[src/rtl/qpm_pkg.sv]
package qpm_pkg;
    localparam int CH_W    = 16;
    localparam int BYTE_W  = 8;
    localparam int WORD_W  = 32;
    localparam int NPIX    = 4;
    localparam int FMT_W   = 2;
    localparam logic [CH_W-1:0] ONE_VAL = 16'h8000;

    typedef enum logic [FMT_W-1:0] {
        FMT_ARGB = 2'd0,
        FMT_BGRA = 2'd1,
        FMT_RSV2 = 2'd2,
        FMT_RSV3 = 2'd3
    } surf_fmt_e;

    typedef struct packed {
        logic [BYTE_W-1:0] r;
        logic [BYTE_W-1:0] g;
        logic [BYTE_W-1:0] b;
        logic [BYTE_W-1:0] a;
    } px8_t;

    function automatic logic [BYTE_W-1:0] unorm_to_byte(input logic [CH_W-1:0] v);
        if (v >= ONE_VAL) return {BYTE_W{1'b1}};
        return v[CH_W-2 -: BYTE_W];
    endfunction

    function automatic logic fmt_known(input surf_fmt_e f);
        return (f == FMT_ARGB) || (f == FMT_BGRA);
    endfunction
endpackage

[src/rtl/qpm_chan_conv.sv]
module qpm_chan_conv
    import qpm_pkg::*;
(
    input  logic [CH_W-1:0]   r_i,
    input  logic [CH_W-1:0]   g_i,
    input  logic [CH_W-1:0]   b_i,
    input  logic [CH_W-1:0]   a_i,
    output px8_t              px_o
);
    always_comb begin
        px_o.r = unorm_to_byte(r_i);
        px_o.g = unorm_to_byte(g_i);
        px_o.b = unorm_to_byte(b_i);
        px_o.a = unorm_to_byte(a_i);
    end

    // saturation never yields a byte smaller than an in-range conversion
    always_comb begin
        a_r3_saturate: assert (r_i < ONE_VAL || px_o.r == 8'hFF);
    end
endmodule

[src/rtl/qpm_packer.sv]
module qpm_packer
    import qpm_pkg::*;
(
    input  px8_t              px_i,
    input  surf_fmt_e         fmt_i,
    output logic [WORD_W-1:0] word_o
);
    logic [WORD_W-1:0] r_sh, g_sh, b_sh, a_sh;

    always_comb begin
        r_sh = '0; g_sh = '0; b_sh = '0; a_sh = '0;
        unique case (fmt_i)
            FMT_ARGB: begin
                b_sh = WORD_W'(px_i.b);
                g_sh = WORD_W'(px_i.g) << 8;
                r_sh = WORD_W'(px_i.r) << 16;
                a_sh = WORD_W'(px_i.a) << 24;
            end
            FMT_BGRA: begin
                a_sh = WORD_W'(px_i.a);
                r_sh = WORD_W'(px_i.r) << 8;
                g_sh = WORD_W'(px_i.g) << 16;
                b_sh = WORD_W'(px_i.b) << 24;
            end
            default: ;
        endcase
        word_o = r_sh | g_sh | b_sh | a_sh;
    end
endmodule

[src/rtl/quad_pack_merge.sv]
module quad_pack_merge
    import qpm_pkg::*;
(
    input  logic                     clk,
    input  logic                     rst,
    input  logic                     valid_i,
    input  logic [FMT_W-1:0]         fmt_i,
    input  logic [NPIX-1:0]          mask_i,
    input  logic [NPIX*CH_W-1:0]     red_i,
    input  logic [NPIX*CH_W-1:0]     green_i,
    input  logic [NPIX*CH_W-1:0]     blue_i,
    input  logic [NPIX*CH_W-1:0]     alpha_i,
    input  logic [NPIX*WORD_W-1:0]   fb_i,
    output logic                     store_o,
    output logic [NPIX*WORD_W-1:0]   word_o
);
    surf_fmt_e              fmt;
    logic                   known;
    logic [NPIX*WORD_W-1:0] merged;

    assign fmt   = surf_fmt_e'(fmt_i);
    assign known = fmt_known(fmt);

    for (genvar p = 0; p < NPIX; p++) begin : g_pix
        px8_t              px;
        logic [WORD_W-1:0] packed_w;
        qpm_chan_conv u_conv (
            .r_i (red_i  [p*CH_W +: CH_W]),
            .g_i (green_i[p*CH_W +: CH_W]),
            .b_i (blue_i [p*CH_W +: CH_W]),
            .a_i (alpha_i[p*CH_W +: CH_W]),
            .px_o(px)
        );
        qpm_packer u_pack (
            .px_i  (px),
            .fmt_i (fmt),
            .word_o(packed_w)
        );
        assign merged[p*WORD_W +: WORD_W] =
            (mask_i[p] && known) ? packed_w : fb_i[p*WORD_W +: WORD_W];
    end

    always_ff @(posedge clk) begin
        if (rst) begin
            store_o <= 1'b0;
            word_o  <= '0;
        end else begin
            store_o <= valid_i;
            if (valid_i) word_o <= merged;
        end
    end

    a_r2_store_follows_valid: assert property (@(posedge clk) disable iff (rst)
        valid_i |=> store_o);
    a_r2_no_spurious_store: assert property (@(posedge clk) disable iff (rst)
        !valid_i |=> !store_o);
    a_r9_hold_when_idle: assert property (@(posedge clk) disable iff (rst)
        !valid_i |=> $stable(word_o));
    a_r8_unknown_passthrough: assert property (@(posedge clk) disable iff (rst)
        (valid_i && fmt_i[1]) |=> (word_o == $past(fb_i)));
    a_r7_dead_keeps_fb: assert property (@(posedge clk) disable iff (rst)
        (valid_i && mask_i == '0) |=> (word_o == $past(fb_i)));
endmodule

[config.mk]
export PLATFORM = sky130hd
export DESIGN_NAME = quad_pack_merge
export DESIGN_NICKNAME = d
export VERILOG_FILES = /design/src/rtl/qpm_pkg.sv /design/src/rtl/qpm_chan_conv.sv /design/src/rtl/qpm_packer.sv /design/src/rtl/quad_pack_merge.sv
export SDC_FILE = /design/constraint.sdc
export NUM_CORES = 1
export LEC_CHECK = 0
export ABC_CLOCK_PERIOD_IN_PS = 1200
export BUFFER_PORTS_ARGS = -buffer_cell sky130_fd_sc_hd__buf_2
export CAP_MARGIN = 20
export CORE_AREA = 10 10 194 196
export CTS_CLUSTER_DIAMETER = 200
export DETAILED_ROUTE_END_ITERATION = 16
export DIE_AREA = 0 0 204 206
export RECOVER_POWER = 100
export SYNTH_ARGS = -nofsm -noshare
export SYNTH_HDL_FRONTEND = slang
export SYNTH_SLANG_ARGS = --single-unit
[constraint.sdc]
create_clock -name clk -period 1.2 [get_ports clk]
set_clock_uncertainty 0.1 [all_clocks]
set_input_delay 0.18 -clock clk [delete_from_list [all_inputs] [get_ports clk]]
set_output_delay 0.18 -clock clk [all_outputs]
set_load 0.02 [all_outputs]
# == After elaboration in Yosys (flattened, before gate mapping) ==
# Index checks and enable logic that the tools add are counted.
# totals
reg_bits,129
out_inout_bits,129
word_cells,105
# classes
n_lt_le_gt_ge,16
eq_ne,1
n_mux,68
n_bitwise,12
n_reduce_logical,6
# op_table
operator,count
$pmux 32 s2,8
$or 32x32->32,12
$pmux 24 s2,8
$ge 16x16->1 const B,16
$mux 8,32
$mux 32,4
$mux 1,16
$logic_and 1x1->1,4
$eq 2x1->1 const B,1
$logic_not 2->1,1
$logic_or 1x1->1,1

# == Depth between registers and ports, before layout ==
# Gate-level depths: netlist (run 1).
# logic_depth
depth_word,8
depth_mapped,6

# == By module ==
# From an unflattened synthesis (run 1), not the netlist that was laid out.
# unflattened
hier_cells,1152
area_unflattened_um2,10343.7
# by_module_without_submodules
mod,instances,cells_per_inst,area_per_inst_um2
quad_pack_merge,1,740,7450.9
qpm_packer,4,71,523.0
qpm_chan_conv,4,32,200.2

# == Least setup slack after synthesis (run 1) ==
# Ideal clock, no wire load.
# synth_path
path_type,input port to flip-flop
startpoint,input fmt_i[1]
endpoint,register word_o[48]
setup_ns,0.138
arrival_time_ns,0.976
slack_ns,-0.014
stages,5
path_buffers,2
path_cell_list,buf_6 > nand2b_1 > buf_4 > a2111oi_0 > a2111oi_1
# synth_via
elab_chain_len,6
word_cells_on_any_way,10
# synth_lines
item,line_no,source
"start, declared",quad_pack_merge.sv:7,"input logic [FMT_W-1:0] fmt_i,"
$eq 2x1->1 / $logic_not 2->1 (equally long branches),"qpm_pkg.sv:29, qpm_packer.sv:12",
$pmux 24 s2,qpm_packer.sv:12,unique case (fmt_i)
$or 32x32->32 (3 in series),qpm_packer.sv:27,word_o = r_sh | g_sh | b_sh | a_sh;
$mux 32 *,quad_pack_merge.sv:40,(mask_i[p] && known) ? packed_w : fb_i[p*WORD_W +: WORD_W];
"end signal, assigned",quad_pack_merge.sv:49,if (valid_i) word_o <= merged;
"end, declared",quad_pack_merge.sv:15,output logic [NPIX*WORD_W-1:0] word_o
# Mark *: on every way between the ends. The rest lies on a longest branch, timed or not.
# A chain may end at the register's enable or synchronous reset.

# == Final worst setup path (run 1) ==
# layout_path
startpoint,input fmt_i[0]
endpoint,register word_o[6]
# layout_via
elab_chain_len,5
word_cells_on_any_way,9
# layout_lines
item,line_no
$eq 2x1->1 / $logic_not 2->1 (equally long branches),"qpm_pkg.sv:29, qpm_packer.sv:12"
$pmux 32 s2,qpm_packer.sv:12
$or 32x32->32 (2 in series),qpm_packer.sv:27
$mux 32 *,quad_pack_merge.sv:40
# Marked as above.

==> results of run 1 <==
==> stage by stage <==
step                area (um2)  setup WS [ns]  hold WS, ns
global route             14000        -0.0583       0.0173
detailed placement       10800         -0.559        0.375
floorplan                 7410       0.000563        0.286
CTS                      13700        -0.0576      0.00569
finish                   14000        -0.0296       0.0313
global placement         10800         -0.514        0.368
==> timing repair <==
action,in CTS,in global routing
gates resized for setup,388,10
pin swaps,0,0
hold buffers,112,0
hold endpoints to repair,111,0
setup buffers,15,41
endpoints found under the setup margin,130,135
gates cloned,0,1
==> worst min-delay path by stage <==
stage / startpoint / to / slack [ns] / cells past startpoint
floorplan: fb_i[40] / word_o[40] / 0.29 / 2
global placement: word_o[18] / word_o[18] / 0.37 / 2
detailed placement: word_o[116] / word_o[116] / 0.38 / 2
CTS: fb_i[98] / word_o[98] / 0.006 / 3
global route: fb_i[98] / word_o[98] / 0.02 / 3
finish: fb_i[5] / word_o[5] / 0.03 / 3
==> area by class of cell <==
type                            count  area [um2]  area share (%)
Antenna cell                        4        10.0          0.0717
Sequential cell                   129        2750            19.7
Multi-Input combinational cell    656        4280            30.6
Clock inverter                     12         181            1.30
Tap cell                          455         569            4.08
Clock buffer                       20         467            3.34
Timing Repair Buffer              711        5690            40.7
Inverter                            4        20.0           0.143
==> tightest hold or removal path: cells and delay by family <==
kind            cells  cell delay (ns)
compound gates      2             0.26
buf+inv             1             0.09
==> routing by layer <==
layer | track usage, % | vias to the layer above | part of all wire, %
li1 | - | 4768 | -
met1 | 21.6 | 4819 | 40
met2 | 29.9 | 564 | 48
met3 | 6.05 | 82 | 9.4
met4 | 7.56 | 4 | 2.7
met5 | 0 | - | 0.073
==> cells in the final DEF, fill, tap and decap left out, drive strengths merged, types with 4 or more instances in the layout <==
cell | synthesis | final
nand2b | 9 | 9
clkbuf | 58 | 33
nor3 | 11 | 11
a211o | 11 | 11
o22ai | 5 | 5
diode | 0 | 4
a211oi | 124 | 124
nor3b | 10 | 10
o21ai | 7 | 7
dlygate4sd3 | 0 | 112
o21bai | 10 | 10
a21oi | 113 | 113
buf | 54 | 586
or3 | 100 | 100
o311ai | 100 | 100
dfxtp | 129 | 129
clkinv | 1 | 8
bufinv | 0 | 4
a21o | 10 | 10
a2111oi | 4 | 4
o221a | 10 | 10
nor2 | 119 | 119
nor2b | 5 | 5
==> kinds of logic after synthesis <==
family / after synthesis
buf+inv: 116
compound gates: 399
simple gates: 257
flops: 129
==> sequential cells by signal (all words and copies together), names as in the netlist <==
name,count
word_o,128
store_o,1
==> where the power goes <==
group          total (mW)  leakage (nW)  switching [mW]  internal [mW]
Clock                5.85         0.316            2.20           3.65
Sequential           4.95          1.11           0.261           4.68
Combinational        4.28          4.42            2.07           2.20
Total                15.1          5.84            4.54           10.5
==> Yosys cell counts (all sizes together) <==
| master | n | area (um2) |
|---|---|---|
| o221a | 10 | 113 |
| o21ai | 7 | 35.0 |
| o22ai | 5 | 31.3 |
| a211oi | 124 | 986 |
| a21oi | 113 | 566 |
| o21bai | 10 | 75.1 |
| a211o | 11 | 96.3 |
| nor2 | 119 | 447 |
| nand2b | 9 | 58.8 |
| or3 | 100 | 626 |
| buf | 54 | 334 |
| or2 | 2 | 12.5 |
| clkinv | 1 | 3.75 |
| a311oi | 2 | 17.5 |
| o311ai | 100 | 876 |
| a21o | 10 | 75.1 |
| nor2b | 5 | 36.3 |
| nor3 | 11 | 55.1 |
| clkbuf | 58 | 220 |
| nand3b | 1 | 7.51 |
| nor3b | 10 | 75.1 |
| inv | 3 | 11.3 |
| o21ba | 1 | 10.0 |
| a2111oi | 4 | 37.5 |
| dfxtp | 129 | 2580 |
| o2111a | 1 | 11.3 |
| o21a | 1 | 7.51 |
==> run_summary.xml, run 1 <==
<?xml version="1.0" encoding="UTF-8"?>
<metrics>
  <group name="placement">
    <metric name="number_of_cells_in_the_design_after_placement" unit="">1786</metric>
    <metric name="dp_hpwl" unit="mm">30.0</metric>
    <metric name="port-buffer-count" unit="">409</metric>
    <metric name="routabilityCongestion" unit="">0.886</metric>
  </group>
  <group name="critical_path">
    <metric name="worst-path-max-fanout" unit="">28</metric>
    <metric name="cp_common_cell" unit="">sky130_fd_sc_hd__buf_4</metric>
    <metric name="path_depth" unit="">6</metric>
    <metric name="worst-path-buf-inv" unit="">3</metric>
    <metric name="timing.critical_path.from_type" unit="">input pin</metric>
    <metric name="crit_path_cell_trace" unit="">buf_4 &gt; buf_6 &gt; buf_4 &gt; nor3b_1 &gt; a211oi_1 &gt; o221a_2</metric>
    <metric name="r2r_cells" unit="">3</metric>
    <metric name="max_stage_delay" unit="ns">0.27</metric>
    <metric name="timing.rr.end" unit="">word_o[40]</metric>
    <metric name="crit_arrival" unit="ns">1.46</metric>
    <metric name="critical-path-top-delay-family" unit="">buffers and inverters</metric>
    <metric name="setup.worst_path.start" unit="">fmt_i[0]</metric>
    <metric name="worst_setup_path_endpoint" unit="">word_o[6]</metric>
    <metric name="crit_path_end_kind" unit="">flip-flop</metric>
    <metric name="timing.setup.critical_path_class" unit="">in -&gt; reg</metric>
    <metric name="setup.reg_to_reg.worst_slack" unit="ns">0.15</metric>
    <metric name="critical_path.slowest_cell" unit="">sky130_fd_sc_hd__buf_6</metric>
    <metric name="timing.critical_path.required" unit="ns">1.43</metric>
    <metric name="crit-reg2reg-launch" unit="">word_o[40]</metric>
  </group>
  <group name="floorplanning">
    <metric name="fp.dieArea" unit="um2">42000</metric>
    <metric name="core_region_area" unit="um2">33900</metric>
    <metric name="ioPinCount" unit="">522</metric>
    <metric name="die_x" unit="um">204</metric>
    <metric name="rows" unit="">68</metric>
    <metric name="initial_utilization" unit="%">21.8</metric>
    <metric name="die-height" unit="um">206</metric>
  </group>
  <group name="logic_synthesis">
    <metric name="synthMuxAreaShare" unit="%">0</metric>
    <metric name="synth_compound_area_share" unit="%">39.7</metric>
    <metric name="synth_fa_ha_area_share" unit="%">0</metric>
    <metric name="synthDistinctLibCells" unit="">38</metric>
    <metric name="synth_top_family_by_area" unit="">compound AO/OA/AOI/OAI gates</metric>
    <metric name="yosys_warnings" unit="">0</metric>
    <metric name="syn-cell-area" unit="um2">7410</metric>
    <metric name="synthCells" unit="">901</metric>
    <metric name="synthSimpleGateAreaFrac" unit="%">17.8</metric>
    <metric name="synth_xor_xnor_area_share" unit="%">0</metric>
    <metric name="postSynthNetCount" unit="">1294</metric>
    <metric name="mean_syn_cell_area" unit="um2">8.22</metric>
    <metric name="ys_seq_elements" unit="">129</metric>
    <metric name="seq_area_frac_synth" unit="%">34.9</metric>
  </group>
  <group name="routing">
    <metric name="route.vias.total" unit="">10200</metric>
    <metric name="wl_per_cell" unit="um">20.7</metric>
    <metric name="dr.pass1.iters" unit="">5</metric>
    <metric name="number_of_antenna_violating_nets_in_the_routed_design" unit="">0</metric>
    <metric name="totalWireLength" unit="mm">41.1</metric>
    <metric name="post-route-drc-count" unit="">0</metric>
    <metric name="vias_per_cell" unit="">5.14</metric>
    <metric name="drtIter0Drc" unit="">642</metric>
  </group>
  <group name="timing">
    <metric name="final_period_minus_worst_setup_slack" unit="ns">1.23</metric>
    <metric name="achievable-frequency" unit="GHz">0.813</metric>
    <metric name="worst_slew_margin_rel" unit="%">64.2</metric>
    <metric name="grt_setup_unrepaired" unit="">true</metric>
    <metric name="worst_slack" unit="ns">-0.0296</metric>
    <metric name="setup_viol" unit="">11</metric>
    <metric name="hold_violations" unit="">0</metric>
    <metric name="setup_total_negative_slack" unit="ns">-0.109</metric>
    <metric name="tightestPinTransition" unit="ns">0.530</metric>
    <metric name="timing.final.crit_share" unit="%">102</metric>
    <metric name="final-max-slew-violation-count" unit="">0</metric>
  </group>
  <group name="clocking">
    <metric name="numCtsBuffers" unit="">17</metric>
    <metric name="clk_latency_worst_skew_pair" unit="ns">0.43</metric>
    <metric name="cts_buffer_depth" unit="">2</metric>
    <metric name="clkSlewWorstSetupHoldPaths" unit="ns">0.06</metric>
    <metric name="numClockSinks" unit="">129</metric>
    <metric name="cts.htree.levels" unit="">4</metric>
    <metric name="cts.root.buffer_cell" unit="">sky130_fd_sc_hd__clkbuf_16</metric>
    <metric name="cts_tree" unit="">built</metric>
  </group>
  <group name="global_route">
    <metric name="vias_in_the_first_global_route" unit="">10300</metric>
    <metric name="grt_antenna_before_repair" unit="">4</metric>
    <metric name="grt_max_degree" unit="">62</metric>
    <metric name="grt_pass1_wl" unit="mm">60.2</metric>
    <metric name="grt_remaining_overflow" unit="">0</metric>
    <metric name="grt_util_all_layers" unit="%">18.3</metric>
  </group>
  <group name="final_layout">
    <metric name="layout-drive-gt1-share" unit="%">51.5</metric>
    <metric name="fin_nets" unit="">1912</metric>
    <metric name="fillCellCount" unit="">3257</metric>
    <metric name="final_util" unit="%">41.1</metric>
    <metric name="synthToLayoutAreaGrowth" unit="%">88.4</metric>
    <metric name="finalNonFillerCells" unit="">1991</metric>
  </group>
  <group name="run_status">
    <metric name="outcome" unit="">complete, but fails checks</metric>
    <metric name="violations_in_the_final_reports" unit="">setup timing</metric>
  </group>
  <group name="run">
    <metric name="cap_viol_max_count" unit="">0</metric>
  </group>
  <group name="power_and_ir_drop">
    <metric name="leakage" unit="nW">5.84</metric>
    <metric name="power_density" unit="nW/um2">1080</metric>
    <metric name="power.ir.vdd_worst" unit="mV">0.981</metric>
    <metric name="p_total" unit="mW">15.1</metric>
  </group>
  <group name="worst_hold_path">
    <metric name="timing.hold.worst.class" unit="">in -&gt; reg</metric>
  </group>
</metrics>
No activity file was read; power rests on OpenSTA's default activity.
==> run 2: changes to the inputs <==
Settings changed: ABC_AREA set to 1, ABC_CLOCK_PERIOD_IN_PS 1200 to 1100, CORE_AREA 10 10 194 196 to 10 10 192 194, DIE_AREA 0 0 204 206 to 0 0 202 204.
Clock period 1.2 ns to 1.1 ns, I/O delays scaled along.
==> run 2 against run 1 <==
The run still ends with setup timing left. Synthesized cell count increased by 42%. Wire length shrank 4.8%. Setup slack got worse by 0.064 ns. Largest power group unchanged. Highest routed layer unchanged.
==> run_summary.xml, run 2 <==
<?xml version="1.0" encoding="UTF-8"?>
<metrics>
  <group name="run_status">
    <metric name="outcome" unit="">complete, but fails checks</metric>
    <metric name="violations_in_the_final_reports" unit="">setup timing</metric>
  </group>
  <group name="critical_path">
    <metric name="timing.critical_path.required" unit="ns">0.83</metric>
    <metric name="max_stage_delay" unit="ns">0.36</metric>
    <metric name="critical_path.slowest_cell" unit="">sky130_fd_sc_hd__dfxtp_2</metric>
    <metric name="path_depth" unit="">1</metric>
    <metric name="crit-reg2reg-launch" unit="">word_o[124]</metric>
    <metric name="crit_arrival" unit="ns">0.93</metric>
    <metric name="worst-path-buf-inv" unit="">1</metric>
    <metric name="crit_path_end_kind" unit="">primary output</metric>
    <metric name="critical-path-top-delay-family" unit="">flip-flops</metric>
    <metric name="crit_path_cell_trace" unit="">buf_6</metric>
    <metric name="timing.setup.critical_path_class" unit="">reg -&gt; out</metric>
    <metric name="worst-path-max-fanout" unit="">2</metric>
    <metric name="setup.worst_path.start" unit="">word_o[98]</metric>
    <metric name="r2r_cells" unit="">3</metric>
    <metric name="timing.critical_path.from_type" unit="">flip-flop</metric>
  </group>
  <group name="timing">
    <metric name="achievable-frequency" unit="GHz">0.838</metric>
    <metric name="worst_slew_margin_rel" unit="%">70.3</metric>
    <metric name="hold-worst-slack" unit="ns">0.000653</metric>
    <metric name="tightestPinTransition" unit="ns">0.446</metric>
    <metric name="setup_total_negative_slack" unit="ns">-7.45</metric>
    <metric name="grt_setup_unrepaired" unit="">true</metric>
    <metric name="setup_viol" unit="">130</metric>
    <metric name="hold_violations" unit="">0</metric>
    <metric name="final-max-slew-violation-count" unit="">0</metric>
    <metric name="final_period_minus_worst_setup_slack" unit="ns">1.19</metric>
    <metric name="timing.final.crit_share" unit="%">108</metric>
    <metric name="worst_slack" unit="ns">-0.0935</metric>
  </group>
  <group name="global_route">
    <metric name="grt_pass1_wl" unit="mm">60.4</metric>
    <metric name="grt_util_all_layers" unit="%">18.4</metric>
    <metric name="grt_antenna_before_repair" unit="">3</metric>
    <metric name="grt_max_degree" unit="">71</metric>
    <metric name="grt_remaining_overflow" unit="">0</metric>
    <metric name="vias_in_the_first_global_route" unit="">10800</metric>
  </group>
  <group name="logic_synthesis">
    <metric name="mean_syn_cell_area" unit="um2">6.22</metric>
    <metric name="post-synth-top-count-cell" unit="">sky130_fd_sc_hd__nand2_1</metric>
    <metric name="synth.top_cell.area_share" unit="%">32.5</metric>
    <metric name="synthFlopType" unit="">sky130_fd_sc_hd__dfxtp_1</metric>
    <metric name="synth_edf_count" unit="">0</metric>
    <metric name="syn-cell-area" unit="um2">7940</metric>
    <metric name="yosys_warnings" unit="">0</metric>
    <metric name="yosys-top-cells-count" unit="">320 x sky130_fd_sc_hd__nand2_1, 213 x sky130_fd_sc_hd__o21ai_0, 129 x sky130_fd_sc_hd__dfxtp_1</metric>
    <metric name="seq_area_frac_synth" unit="%">32.5</metric>
    <metric name="async_flop_share" unit="%">0</metric>
    <metric name="postSynthNetCount" unit="">1669</metric>
    <metric name="ys_seq_elements" unit="">129</metric>
    <metric name="synthDistinctLibCells" unit="">17</metric>
    <metric name="synth.area.top_cells" unit="">sky130_fd_sc_hd__dfxtp_1 33%, sky130_fd_sc_hd__nand2_1 15%, sky130_fd_sc_hd__o21ai_0 13%, sky130_fd_sc_hd__a21oi_1 8.1%, sky130_fd_sc_hd__nand3_1 8.1%</metric>
    <metric name="synth_top_area_cell" unit="">sky130_fd_sc_hd__dfxtp_1</metric>
    <metric name="synthCells" unit="">1276</metric>
  </group>
  <group name="routing">
    <metric name="number_of_antenna_violating_nets_in_the_routed_design" unit="">0</metric>
    <metric name="vias_per_cell" unit="">4.68</metric>
    <metric name="drtIter0Drc" unit="">556</metric>
    <metric name="wl_per_cell" unit="um">17.5</metric>
    <metric name="route.vias.total" unit="">10500</metric>
    <metric name="totalWireLength" unit="mm">39.2</metric>
    <metric name="dr.pass1.iters" unit="">5</metric>
    <metric name="post-route-drc-count" unit="">0</metric>
  </group>
  <group name="power_and_ir_drop">
    <metric name="p_sw" unit="mW">4.88</metric>
    <metric name="p_clk_share" unit="%">38.3</metric>
    <metric name="p_total" unit="mW">15.9</metric>
    <metric name="combPwrFrac" unit="%">27.7</metric>
    <metric name="power.sequential.fraction" unit="%">34.0</metric>
    <metric name="p_int" unit="mW">11.0</metric>
    <metric name="leakage" unit="nW">6.45</metric>
    <metric name="switching_share" unit="%">30.8</metric>
    <metric name="power_density" unit="nW/um2">1180</metric>
    <metric name="power.ir.vdd_worst" unit="mV">1.13</metric>
  </group>
  <group name="floorplanning">
    <metric name="die_x" unit="um">202</metric>
    <metric name="die-height" unit="um">204</metric>
    <metric name="rows" unit="">67</metric>
    <metric name="core_region_area" unit="um2">33100</metric>
    <metric name="initial_utilization" unit="%">24.0</metric>
    <metric name="fp.dieArea" unit="um2">41200</metric>
    <metric name="ioPinCount" unit="">522</metric>
  </group>
  <group name="final_layout">
    <metric name="synthToLayoutAreaGrowth" unit="%">69.4</metric>
    <metric name="largest_register_ffs" unit="">128</metric>
    <metric name="fin_nets" unit="">2168</metric>
    <metric name="final_cell_mix" unit="">320 x sky130_fd_sc_hd__nand2_1, 277 x sky130_fd_sc_hd__buf_2, 213 x sky130_fd_sc_hd__o21ai_0, 134 x sky130_fd_sc_hd__buf_6</metric>
    <metric name="top_register" unit="">word_o</metric>
    <metric name="fillCellCount" unit="">3392</metric>
    <metric name="most_common_library_cell_in_the_layout_ignoring_fill_and_taps" unit="">sky130_fd_sc_hd__nand2_1</metric>
    <metric name="finalNonFillerCells" unit="">2240</metric>
    <metric name="layout-drive-gt1-share" unit="%">40.3</metric>
    <metric name="biggest_registers_after_layout" unit="">word_o (128), store_o (1)</metric>
  </group>
  <group name="clocking">
    <metric name="cts.root.buffer_cell" unit="">sky130_fd_sc_hd__clkbuf_16</metric>
    <metric name="cts_buffer_depth" unit="">2</metric>
    <metric name="numCtsBuffers" unit="">17</metric>
    <metric name="cts.htree.levels" unit="">4</metric>
    <metric name="clk_latency_worst_skew_pair" unit="ns">0.44</metric>
    <metric name="numClockSinks" unit="">129</metric>
    <metric name="cts_tree" unit="">built</metric>
    <metric name="clkSlewWorstSetupHoldPaths" unit="ns">0.06</metric>
  </group>
  <group name="placement">
    <metric name="routabilityCongestion" unit="">0.874</metric>
    <metric name="port-buffer-count" unit="">409</metric>
    <metric name="worst_slack_placed" unit="ns">-0.413</metric>
    <metric name="dp_hpwl" unit="mm">28.4</metric>
    <metric name="number_of_cells_in_the_design_after_placement" unit="">2075</metric>
  </group>
  <group name="worst_hold_path">
    <metric name="holdPathStages" unit="">2</metric>
    <metric name="holdCritStartpoint" unit="">valid_i</metric>
    <metric name="timing.hold.worst.class" unit="">in -&gt; reg</metric>
  </group>
  <group name="run">
    <metric name="cap_viol_max_count" unit="">0</metric>
  </group>
</metrics>
==> run 2: timing repair <==
item,4_1_cts,5_1_grt
hold endpoints to repair,123,0
setup endpoints to repair,129,134
buffers inserted,4,2
pin swaps,0,0
resized for setup,387,3
hold buffers,124,0
cloned,0,0
==> run 2: per-layer routing <==
metal  wire length (um)  up-vias  GRT usage, %  part of all wire [%]
met1              16100     4829          20.9                    41
met5                 13        -             0                 0.033
met3               3130       49          6.13                   8.0
li1                   -     5199             -                     -
met4                843        2          6.90                   2.2
met2              19100      411          31.3                    49
==> run 2: final timing paths <==
path | endpoint | slack (ns)
hold reg to reg | word_o[55] | 0.41
setup reg to reg | word_o[124] | 0.23
hold / removal | word_o[98] | 0.0007
setup / recovery | word_o[98] | -0.09
==> run 2: kinds of logic after synthesis <==
group / count (synthesis) / share of synthesized area (%)
simple gates: 583 / 34.2
flops: 129 / 32.5
compound gates: 384 / 24.2
buf+inv: 180 / 9.12
==> run 2: area by class of cell <==
class	instances	area (um2)	share of cell area, %
clock buffers	22	474	3.53
multi-input cells	967	4620	34.3
inverters	79	298	2.21
flip-flops and latches	129	2750	20.4
clock inverters	10	133	0.986
well taps	448	561	4.17
repair buffers	581	4610	34.3
diodes	4	10.0	0.0744
==> run 2: metrics by stage <==
step / util [%] / cell area, um2
final: 40.6 / 13500
after floorplan: - / 7970
after CTS: 40.7 / 13500
after detailed placement: 32.1 / 10600
after global placement: 32.1 / 10600
after global routing: 40.6 / 13400
==> run 2: power groups by stage <==
stage	registers (mW)	clock network, mW	logic (mW)
after floorplan	5.75	0	1.58
after global placement	5.31	0	3.59
after detailed placement	5.32	0	3.62
after CTS	5.38	6.22	4.42
after global routing	5.43	6.38	4.80
final	5.39	6.08	4.39
==> run 3: changes to the inputs <==
Settings changed: ABC_AREA 1 to not set, CORE_AREA 10 10 192 194 to 10 10 194 196, DIE_AREA 0 0 202 204 to 0 0 204 206.
==> run 3 against run 2 <==
The flow finishes with violations (hold timing, setup timing). Setup slack worse by 0.0069 ns. Clock-buffer cell count decreased by 5. Hold slack got worse by 0.022 ns. Power up 2.7%. First-iteration DRC count rose by 7.4%. Critical path depth grew 6. Register-to-register slack lost 0.11 ns. Combinational power up 9.1%. Maximum frequency fell by 0.57%. Largest cell class is now non-clock buffers. Highest routed layer is now met4.
==> run_summary.xml, run 3 (synthesis results as in run 1) <==
<?xml version="1.0" encoding="UTF-8"?>
<metrics>
  <group name="placement">
    <metric name="number_of_cells_in_the_design_after_placement" unit="">1793</metric>
    <metric name="port-buffer-count" unit="">409</metric>
    <metric name="worst_slack_placed" unit="ns">-0.543</metric>
    <metric name="placed_area" unit="um2">11000</metric>
    <metric name="routabilityCongestion" unit="">0.880</metric>
    <metric name="dp_hpwl" unit="mm">30.0</metric>
  </group>
  <group name="critical_path">
    <metric name="timing.setup.critical_path_class" unit="">in -&gt; reg</metric>
    <metric name="timing.critical_path.required" unit="ns">1.33</metric>
    <metric name="timing.critical_path.from_type" unit="">input pin</metric>
    <metric name="crit_path_end_kind" unit="">flip-flop</metric>
    <metric name="worst-path-max-fanout" unit="">9</metric>
    <metric name="crit_arrival" unit="ns">1.43</metric>
  </group>
  <group name="power_and_ir_drop">
    <metric name="p_total" unit="mW">16.3</metric>
    <metric name="power.ir.vdd_worst" unit="mV">1.04</metric>
    <metric name="leakage" unit="nW">5.92</metric>
    <metric name="p_clk_share" unit="%">37.5</metric>
    <metric name="power_density" unit="nW/um2">1140</metric>
    <metric name="power.sequential.fraction" unit="%">33.1</metric>
    <metric name="p_sw" unit="mW">5.11</metric>
    <metric name="combPwrFrac" unit="%">29.4</metric>
    <metric name="switching_share" unit="%">31.4</metric>
    <metric name="p_int" unit="mW">11.2</metric>
  </group>
  <group name="routing">
    <metric name="drtIter0Drc" unit="">597</metric>
    <metric name="wl_per_cell" unit="um">20.4</metric>
    <metric name="totalWireLength" unit="mm">41.1</metric>
    <metric name="vias_per_cell" unit="">5.13</metric>
    <metric name="post-route-drc-count" unit="">0</metric>
    <metric name="route.vias.total" unit="">10300</metric>
    <metric name="number_of_antenna_violating_nets_in_the_routed_design" unit="">0</metric>
    <metric name="dr.pass1.iters" unit="">5</metric>
  </group>
  <group name="final_layout">
    <metric name="biggest_registers_after_layout" unit="">word_o (128), store_o (1)</metric>
    <metric name="largest_register_ffs" unit="">128</metric>
    <metric name="most_common_library_cell_in_the_layout_ignoring_fill_and_taps" unit="">sky130_fd_sc_hd__buf_2</metric>
    <metric name="fillCellCount" unit="">3265</metric>
    <metric name="synthToLayoutAreaGrowth" unit="%">92.7</metric>
    <metric name="top_register" unit="">word_o</metric>
    <metric name="fin_nets" unit="">1929</metric>
    <metric name="finalNonFillerCells" unit="">2009</metric>
    <metric name="layout-drive-gt1-share" unit="%">53.5</metric>
    <metric name="final_cell_mix" unit="">278 x sky130_fd_sc_hd__buf_2, 155 x sky130_fd_sc_hd__buf_4, 136 x sky130_fd_sc_hd__buf_6, 126 x sky130_fd_sc_hd__dfxtp_2, 123 x sky130_fd_sc_hd__dlygate4sd3_1</metric>
    <metric name="final_util" unit="%">42.0</metric>
    <metric name="finalInstanceArea" unit="um2">14300</metric>
  </group>
  <group name="global_route">
    <metric name="grt_remaining_overflow" unit="">0</metric>
    <metric name="gr-usage-met3" unit="%">5.64</metric>
    <metric name="use_met2" unit="%">30.1</metric>
    <metric name="grt.busiest_layer" unit="">met2</metric>
    <metric name="grt_antenna_before_repair" unit="">4</metric>
    <metric name="grt_max_degree" unit="">58</metric>
    <metric name="grt_pass1_wl" unit="mm">60.4</metric>
    <metric name="global_route.usage.met1" unit="%">21.6</metric>
    <metric name="grt_util_all_layers" unit="%">18.3</metric>
    <metric name="vias_in_the_first_global_route" unit="">10500</metric>
  </group>
  <group name="clocking">
    <metric name="numCtsBuffers" unit="">17</metric>
    <metric name="clkSlewWorstSetupHoldPaths" unit="ns">0.07</metric>
    <metric name="cts.htree.levels" unit="">4</metric>
    <metric name="numClockSinks" unit="">129</metric>
    <metric name="cts.root.buffer_cell" unit="">sky130_fd_sc_hd__clkbuf_16</metric>
    <metric name="clk_latency_worst_skew_pair" unit="ns">0.43</metric>
    <metric name="cts_buffer_depth" unit="">2</metric>
    <metric name="cts_tree" unit="">built</metric>
  </group>
  <group name="run_status">
    <metric name="outcome" unit="">complete, but fails checks</metric>
    <metric name="violations_in_the_final_reports" unit="">hold timing, setup timing</metric>
  </group>
  <group name="timing">
    <metric name="worst_slew_margin_rel" unit="%">64.3</metric>
    <metric name="hold_violations" unit="">1</metric>
    <metric name="tightestPinTransition" unit="ns">0.527</metric>
    <metric name="grt_setup_unrepaired" unit="">true</metric>
    <metric name="setup_total_negative_slack" unit="ns">-8.95</metric>
    <metric name="worst_slack" unit="ns">-0.100</metric>
    <metric name="achievable-frequency" unit="GHz">0.833</metric>
    <metric name="setup_viol" unit="">175</metric>
    <metric name="hold-worst-slack" unit="ns">-0.0210</metric>
    <metric name="timing.final.crit_share" unit="%">109</metric>
    <metric name="final-max-slew-violation-count" unit="">0</metric>
    <metric name="final_period_minus_worst_setup_slack" unit="ns">1.20</metric>
  </group>
  <group name="floorplanning">
    <metric name="die-height" unit="um">206</metric>
    <metric name="core_region_area" unit="um2">33900</metric>
    <metric name="fp.dieArea" unit="um2">42000</metric>
    <metric name="die_x" unit="um">204</metric>
    <metric name="initial_utilization" unit="%">21.8</metric>
    <metric name="rows" unit="">68</metric>
    <metric name="ioPinCount" unit="">522</metric>
  </group>
  <group name="run">
    <metric name="cap_viol_max_count" unit="">0</metric>
  </group>
  <group name="worst_hold_path">
    <metric name="timing.hold.worst.class" unit="">in -&gt; reg</metric>
  </group>
</metrics>
run 3: cell count changes in the layout (fill, tap and decap cells not counted), sizes merged, moves of 112 or more:
cell / previous run / this run
nor2: 7 / 119
a211oi: 0 / 124
buf: 452 / 588
or2: 128 / 2
nand2: 320 / 0
o21ai: 256 / 7
nand3: 128 / 0
run 3: metal layers:
layer / part of all wire [%] / routed length (um)
met2: 48 / 19900
met5: 0 / 0
met1: 40 / 16500
met3: 8.2 / 3390
met4: 3.2 / 1320
run 3: power by group through the flow:
stage	clock (mW)	combinational [mW]	sequential, mW
6_report	6.11	4.79	5.39
5_1_grt	6.46	5.13	5.42
4_1_cts	6.29	4.65	5.38
3_5_place_dp	0	3.77	5.33
3_3_place_gp	0	3.73	5.33
2_1_floorplan	0	1.48	5.75
run 3: worst paths after layout:
path | startpoint | end | slack, ns | cells past startpoint
setup / recovery | fmt_i[1] | word_o[14] | -0.10 | 7
hold / removal | fmt_i[0] | word_o[81] | -0.02 | 3
setup reg to reg | word_o[48] | word_o[48] | 0.12 | 2
hold reg to reg | word_o[68] | word_o[68] | 0.39 | 2
run 3: cell type report:
class / instances / area (um2) / share of cell area, %
multi-input cells: 656 / 4470 / 31.3
clock buffers: 17 / 425 / 2.98
well taps: 455 / 569 / 3.99
clock inverters: 15 / 183 / 1.28
inverters: 4 / 22.5 / 0.158
diodes: 5 / 12.5 / 0.0877
flip-flops and latches: 129 / 2750 / 19.3
repair buffers: 728 / 5840 / 40.9
run 3: critical path: stages:
cell and delay, ns:
sky130_fd_sc_hd__buf_4 0.14, sky130_fd_sc_hd__buf_4 0.18, sky130_fd_sc_hd__nor2b_1 0.16, sky130_fd_sc_hd__clkbuf_2 0.18, sky130_fd_sc_hd__buf_4 0.18, sky130_fd_sc_hd__o311ai_1 0.11
sky130_fd_sc_hd__a211oi_1 0.30
run 3: repair_timing:
| action | CTS | global route |
|---|---|---|
| cloned | 1 | 2 |
| gates resized for setup | 394 | 39 |
| setup endpoints to repair | 134 | 166 |
| buffers inserted | 23 | 29 |
| endpoints found under the hold margin | 125 | 0 |
| hold buffers | 124 | 0 |
| pin swaps | 1 | 8 |
